**src/rtl/tfr_pkg.sv**
```systemverilog
package tfr_pkg;
  localparam int MAX_CH      = 8;
  localparam int BYTE_W      = 8;
  localparam int OFS_CH_FLG  = 14;
  localparam int OFS_OVF_FLG = 15;
  localparam int OFS_DATA    = 16;
  localparam int DATA_BYTES  = 2;
endpackage

```
**src/rtl/tfr_decode.sv**
```systemverilog
module tfr_decode
  import tfr_pkg::*;
#(
  parameter int ADDR_W = 6,
  parameter int NUM_CH = 8
) (
  input  logic [ADDR_W-1:0] addr,
  input  logic              rd,
  input  logic              wr,
  input  logic [BYTE_W-1:0] wdata,
  input  logic              clr_allow,
  input  logic              fast_en,
  output logic [MAX_CH-1:0] ch_clr,
  output logic              ovf_clr,
  output logic              sel_ch,
  output logic              sel_ovf
);
  localparam logic [ADDR_W-1:0] A_CH  = ADDR_W'(OFS_CH_FLG);
  localparam logic [ADDR_W-1:0] A_OVF = ADDR_W'(OFS_OVF_FLG);

  logic [MAX_CH-1:0] fast_hit;
  logic              wr_ch;

  assign sel_ch  = (addr == A_CH);
  assign sel_ovf = (addr == A_OVF);
  assign wr_ch   = wr && sel_ch && clr_allow;
  assign ovf_clr = wr && sel_ovf && clr_allow && wdata[BYTE_W-1];

  for (genvar n = 0; n < MAX_CH; n++) begin : g_fast
    if (n < NUM_CH) begin : g_on
      localparam logic [ADDR_W-1:0] A_HI = ADDR_W'(OFS_DATA + DATA_BYTES * n);
      assign fast_hit[n] = fast_en && (rd || wr) && (addr == A_HI);
    end else begin : g_off
      assign fast_hit[n] = 1'b0;
    end
  end

  assign ch_clr = ({MAX_CH{wr_ch}} & wdata[MAX_CH-1:0]) | fast_hit;
endmodule

```
**src/rtl/tfr_flag_bank.sv**
```systemverilog
module tfr_flag_bank #(
  parameter int W = 8
) (
  input  logic         clk,
  input  logic         rst_n,
  input  logic [W-1:0] set_i,
  input  logic [W-1:0] clr_i,
  output logic [W-1:0] flag_o
);
  for (genvar i = 0; i < W; i++) begin : g_bit
    always_ff @(posedge clk or negedge rst_n) begin
      if (!rst_n)          flag_o[i] <= 1'b0;
      else if (set_i[i])   flag_o[i] <= 1'b1;
      else if (clr_i[i])   flag_o[i] <= 1'b0;
    end
  end
endmodule

```
**src/rtl/tfr_irq.sv**
```systemverilog
module tfr_irq #(
  parameter int W = 9
) (
  input  logic [W-1:0] flag,
  input  logic [W-1:0] ie,
  output logic [W-1:0] req,
  output logic         any
);
  assign req = flag & ie;
  assign any = |req;
endmodule

```
**src/rtl/tim_flag_regs.sv**
```systemverilog
module tim_flag_regs
  import tfr_pkg::*;
#(
  parameter int ADDR_W = 6,
  parameter int NUM_CH = 8
) (
  input  logic              clk,
  input  logic              rst_n,
  input  logic [ADDR_W-1:0] bus_addr,
  input  logic              bus_rd,
  input  logic              bus_wr,
  input  logic [7:0]        bus_wdata,
  output logic [7:0]        bus_rdata,
  input  logic [7:0]        chan_evt,
  input  logic              ovf_evt,
  input  logic              tmr_en,
  input  logic              pacc_en,
  input  logic              fast_clr_en,
  input  logic [7:0]        chan_ie,
  input  logic              ovf_ie,
  output logic [7:0]        chan_irq,
  output logic              ovf_irq,
  output logic              irq_any
);
  localparam int IRQ_W = MAX_CH + 1;

  logic [MAX_CH-1:0] ch_clr;
  logic              ovf_clr;
  logic              sel_ch, sel_ovf;
  logic [MAX_CH-1:0] chan_q;
  logic              ovf_q;
  logic [IRQ_W-1:0]  req;

  tfr_decode #(.ADDR_W(ADDR_W), .NUM_CH(NUM_CH)) u_dec (
    .addr(bus_addr), .rd(bus_rd), .wr(bus_wr), .wdata(bus_wdata),
    .clr_allow(tmr_en | pacc_en), .fast_en(fast_clr_en),
    .ch_clr(ch_clr), .ovf_clr(ovf_clr), .sel_ch(sel_ch), .sel_ovf(sel_ovf)
  );

  tfr_flag_bank #(.W(NUM_CH)) u_ch_bank (
    .clk(clk), .rst_n(rst_n),
    .set_i(chan_evt[NUM_CH-1:0]), .clr_i(ch_clr[NUM_CH-1:0]),
    .flag_o(chan_q[NUM_CH-1:0])
  );

  if (NUM_CH < MAX_CH) begin : g_pad
    assign chan_q[MAX_CH-1:NUM_CH] = '0;
  end

  tfr_flag_bank #(.W(1)) u_ovf_bank (
    .clk(clk), .rst_n(rst_n),
    .set_i(ovf_evt), .clr_i(ovf_clr), .flag_o(ovf_q)
  );

  tfr_irq #(.W(IRQ_W)) u_irq (
    .flag({ovf_q, chan_q}), .ie({ovf_ie, chan_ie}),
    .req(req), .any(irq_any)
  );

  assign chan_irq = req[MAX_CH-1:0];
  assign ovf_irq  = req[MAX_CH];

  always_comb begin
    if (sel_ch)       bus_rdata = chan_q;
    else if (sel_ovf) bus_rdata = {ovf_q, 7'b0};
    else              bus_rdata = '0;
  end
endmodule

```
**config.mk**
```make
export PLATFORM = sky130hd
export DESIGN_NAME = tim_flag_regs
export DESIGN_NICKNAME = d
export VERILOG_FILES = /design/src/rtl/tfr_pkg.sv /design/src/rtl/tfr_decode.sv /design/src/rtl/tfr_flag_bank.sv /design/src/rtl/tfr_irq.sv /design/src/rtl/tim_flag_regs.sv
export SDC_FILE = /design/constraint.sdc
export NUM_CORES = 1
export LEC_CHECK = 0
export BUFFER_PORTS_ARGS = -buffer_cell sky130_fd_sc_hd__buf_2
export CAP_MARGIN = 25
export CELL_PAD_IN_SITES_DETAIL_PLACEMENT = 1
export CELL_PAD_IN_SITES_GLOBAL_PLACEMENT = 1
export CORE_UTILIZATION = 25
export DETAILED_ROUTE_END_ITERATION = 8
export PLACE_DENSITY = 0.83
export SYNTH_ARGS = -nofsm -noshare
export SYNTH_HDL_FRONTEND = slang
export SYNTH_SLANG_ARGS = --single-unit
```
**constraint.sdc**
```tcl
create_clock -name clk -period 2.4 [get_ports clk]
set_input_delay 0.48 -clock clk [delete_from_list [all_inputs] [get_ports clk]]
set_output_delay 0.48 -clock clk [all_outputs]
set_load 0.05 [all_outputs]
```
; ---- Word-level counts from Yosys, hierarchy flattened
; Index checks and enable logic that the tools add are counted.
[word_totals]
reg_bits = 9
inputBits = 39
out_inout_bits = 18
elab_cells = 68
[op_classes]
eq_ne = 10
mux = 20
n_bitwise = 4
reduce_logical = 25
[op_table]
columns = op, count
row1 = $eq A6 B5 Y1 const B, 8
row2 = $mux W1, 18
row3 = $reduce_bool A2 Y1, 9
row4 = $mux W8, 2
row5 = $logic_and A1 B1 Y1, 14
row6 = $eq A6 B4 Y1 const B, 2
row7 = $and A9 B9 Y9, 1
row8 = $reduce_or A9 Y1, 1
row9 = $and A8 B8 Y8, 1
row10 = $or A8 B8 Y8, 1
row11 = $logic_or A1 B1 Y1, 1
row12 = $or A1 B1 Y1, 1

; ---- Logic depth before layout (Yosys ltp)
[depth]
ltp_word = 7
depth_mapped = 4
depth_no_buf = 3

; ---- Modules after synthesis
; A second synthesis with hierarchy kept.
[unflattened]
hier_cells = 77
hier_area_um2 = 686.9
[by_module_without_submodules]
columns = mod, instances, cells_per_inst, area_per_inst_um2
row1 = tfr_flag_bank at u_ch_bank, 1, 24, 290.3
row2 = tfr_decode, 1, 25, 201.4
row3 = tfr_irq, 1, 14, 96.3
row4 = tim_flag_regs, 1, 11, 62.6
row5 = tfr_flag_bank at u_ovf_bank, 1, 3, 36.3

; ---- Worst setup path after synthesis
; Ideal clock, no wire load.
[synth_timing]
path_kind = input port to output port
start = input chan_ie[5]
end = output irq_any
t_arrival_ps = 2011
required_time_ps = 1920
slack_ps = -91
path_stages = 3
cell_sequence = and2_1 > or4_1 > or4_1
[synth_between]
elab_chain_len = 2
[synth_rtl]
columns = item, line_no
row1 = from (decl), tim_flag_regs.sv:19  ; input logic [7:0] chan_ie,
row2 = $and A9 B9 Y9, tfr_irq.sv:9  ; assign req = flag & ie;
row3 = $reduce_or A9 Y1, tfr_irq.sv:10  ; assign any = |req;
row4 = to (decl), tim_flag_regs.sv:23  ; output logic irq_any
; No other way between the ends.

; ---- Worst setup path in the final report
[layout_timing]
start = register u_ch_bank.flag_o[5]
end = output irq_any
[layout_between]
elab_chain_len = 2
[layout_rtl]
columns = item, line_no
row1 = from (decl), tfr_flag_bank.sv:8  ; output logic [W-1:0] flag_o
row2 = "from (signal, indexed assignment)", tfr_flag_bank.sv:12  ; if (!rst_n) flag_o[i] <= 1'b0;
row3 = "from (signal, indexed assignment)", tfr_flag_bank.sv:13  ; else if (set_i[i]) flag_o[i] <= 1'b1;
row4 = "from (signal, indexed assignment)", tfr_flag_bank.sv:14  ; else if (clr_i[i]) flag_o[i] <= 1'b0;
row5 = $and A9 B9 Y9, tfr_irq.sv:9
row6 = $reduce_or A9 Y1, tfr_irq.sv:10
; No other way between the ends.

==> summary.md <==
| Metric | Value |
|---|---|
| Largest net degree at the start of global routing | `10` |
| CP max FO | `2` |
| Setup ws final | `-0.0115 ns` |
| CTS tree | `yes` |
| Status | `finished with violations` |
| Initial Util | `27.0%` |
| Ratio of final minimum period to clock period | `100%` |
| Sequential fraction of the synthesis area | `33.1%` |
| Fin. Hold Viols | `0` |
| Layout cells sized above 1 | `49.7%` |
| Root Driver | `clkbuf_4` |
| Worst hold path type | `primary input to async pin` |
| Clock-pin slew on the worst setup and hold paths | `0.07 ns` |
| Netlist cell types | `25` |
| Overall routing resource usage | `17.4%` |
| RSZ-0062 raised after global routing | `true` |
| Max Fclk | `415 MHz` |
| Vias | `855` |
| Arrival time at the worst endpoint | `1.93 ns` |
| Pwr Density | `365 nW/um^2` |
| Critical path capture point type | `primary output` |
| Period minus WS final | `2.41 ns` |
| Reg2reg start | `u_ch_bank.flag_o[0]` |
| CP Data Required Time | `1.92 ns` |
| Post-synth top area share | `33.1%` |
| Synthesized area | `681 sq um` |
| Antenna violations before repair | `0` |
| Area grow syn2layout | `58.5%` |
| CP Launch Type | `flip-flop` |
| Post-synth ARST share | `100%` |
| Synth Instances | `79` |
| Failing checks | `setup timing` |
| Synthesized Nets | `118` |
| R2R Setup Slk | `1.53 ns` |
| Switching share of total power | `33.2%` |
| Largest cells by area after synthesis | `dfrtp_1, and2_1, a311oi_1, o41ai_1, inv_1` |
| Post-Place Worst Slack | `0.0240 ns` |
| Worst r2r path cells | `3` |
| TritonRoute pass-1 iters | `2` |
| Die area | `2940 sq um` |
| Biggest area consumer among synthesized cells | `dfrtp_1` |
| Peak VDD IR | `0.237 mV` |
| Commonest non-fill, non-tap cell in the layout | `buf_2` |
| FF+latch count, synth | `9` |
| Layout Nets | `183` |
| DR WL/cell | `13.5 um` |
| Worst Tran Pin Value | `0.572 ns` |
| Seq pwr share | `39.2%` |
| Fin cells | `173` |
| Pins Over Slew Limit | `0` |
| Max-slew headroom | `61.6%` |
| Die Ht | `54.2 um` |
| H-tree levels | `1` |
| Leak Pwr | `0.535 nW` |
| CTS max path bufs | `2` |
| Final setup vio count | `1` |
| CORE AREA | `2520 sq um` |
| Reg-to-reg endpoint | `u_ch_bank.flag_o[0]` |
| Global-route wire length before repair | `3590 um` |
| # DRC | `0` |
| CP Launch Point | `u_ch_bank.flag_o[5]` |
| Max Cap Viol | `0` |
| Gr ovfl total | `0` |
| GP Congestion | `0.788` |
| Post-DP HPWL | `2000 um` |
| Vias in the first global route | `803` |
| Int Pwr | `0.000263 W` |
| Row cnt | `18` |
| Port Buffers | `56` |
| Clock skew | `0 ns` |
| Clock power share | `30.0%` |
| Antenna viol nets, final | `0` |
| Synth warnings | `0` |
| Worst-Skew Late Latency | `0.25 ns` |
| CTS Buf Count | `3` |
| Io pins | `57` |
| Comb power frac | `30.9%` |
| Mean cell area of the mapped netlist | `8.62 sq um` |
| DRT iter0 DRCs | `1` |
| Top FF cell, synth | `dfrtp_1` |
| Post-synth EDFFs | `0` |
| Die X | `54.2 um` |
| CTS Hold Bufs | `0` |
| DP Cell Count | `167` |
| DR vias/cell | `4.94` |
| Core Util, Final | `42.8%` |
| CTS sink count | `9` |
| Ant. Diodes | `0` |
| WL final | `2330 um` |
| Most frequent cells in the layout | `buf_2, and2_1, inv_1, dfrtp_1, nor2_1` |
| Switching power total | `0.000131 W` |
| Worst Setup Path Type | `flip-flop to primary output` |
==> logic make-up (layout without fill, tap and decap cells) <==
kind of cell           after synthesis  in the layout  share of synthesized area [%]
AND/OR/NAND/NOR                     42             42                           39.0
buffers and inverters               10             74                           5.51
multiplexers                         1              1                           1.47
flip-flops                           9              9                           33.1
AO/OA/AOI/OAI                       17             17                           21.0
==> power by group through the flow <==
stage	registers (W)	logic, W	clock network (W)
6_report	0.000154	0.000121	0.000118
5_1_grt	0.000154	0.000131	0.000134
4_1_cts	0.000154	0.000122	0.000124
3_5_place_dp	0.000157	0.000120	0
3_3_place_gp	0.000157	0.000116	0
2_1_floorplan	0.000156	0.0000629	0
==> routing by layer <==
metal / share of wire [%] / GRT usage [%] / vias to the layer above / routed length [um]
met2: 50 / 31.1 / 39 / 1170
met5: 0 / 0 / - / 0
li1: - / - / 421 / -
met3: 7.7 / 4.24 / 0 / 180
met1: 42 / 20.7 / 395 / 984
met4: 0 / 3.85 / 0 / 0
==> flip-flops by register name, summed over array words and instances (netlist names) <==
name / count
u_ovf_bank.flag_o: 1
u_ch_bank.flag_o: 8
==> worst max-delay path: stages (launching register included) <==
cell and delay, ns:
dfrtp_1 0.41, and2_4 0.15, or4_4 0.52, or4_4 0.43, buf_8 0.16
==> layout make-up <==
| type | instances | area (sq um) |
|---|---|---|
| Timing Repair Buffer | 61 | 328 |
| Fill cell | 327 | 1440 |
| Clock buffer | 4 | 26.3 |
| Sequential cell | 9 | 225 |
| Multi-Input combinational cell | 60 | 428 |
| Tap cell | 30 | 37.5 |
| Inverter | 9 | 33.8 |
==> cells in the mapped netlist, types with 2 or more instances <==
| cell | count |
|---|---|
| a22oi_1 | 4 |
| a311oi_1 | 4 |
| and2_1 | 15 |
| dfrtp_1 | 9 |
| inv_1 | 9 |
| nand2_1 | 2 |
| nand2b_1 | 2 |
| nor2_1 | 6 |
| nor2b_1 | 5 |
| nor4_1 | 4 |
| o41ai_1 | 4 |
| or4_1 | 2 |
==> what timing repair did <==
| item | 4_1_cts | 5_1_grt |
|---|---|---|
| resized for setup | 4 | 1 |
| buffers inserted | 2 | 0 |
| pin swaps | 1 | 0 |
| setup endpoints to repair | 1 | 1 |
==> worst max path at each step <==
stage	to	slack (ns)	cells after the start
2_1_floorplan	irq_any	0.03	3
3_3_place_gp	irq_any	0.04	5
3_5_place_dp	irq_any	0.02	5
4_1_cts	irq_any	-0.02	4
5_1_grt	irq_any	-0.06	4
6_report	irq_any	-0.01	4
==> through the flow <==
step | instance area, sq um | hold slack (ns) | setup TNS, ns | total power [W]
final | 1080 | 0.0519 | -0.0115 | 0.000393
after global routing | 1080 | 0.0543 | -0.0640 | 0.000419
after CTS | 1070 | 0.0532 | -0.0226 | 0.000399
after detailed placement | 1020 | 0.343 | 0 | 0.000277
after global placement | 1020 | 0.339 | 0 | 0.000273
after floorplan | 684 | 0.184 | 0 | 0.000219
No activity file was read; power rests on OpenSTA's default activity.
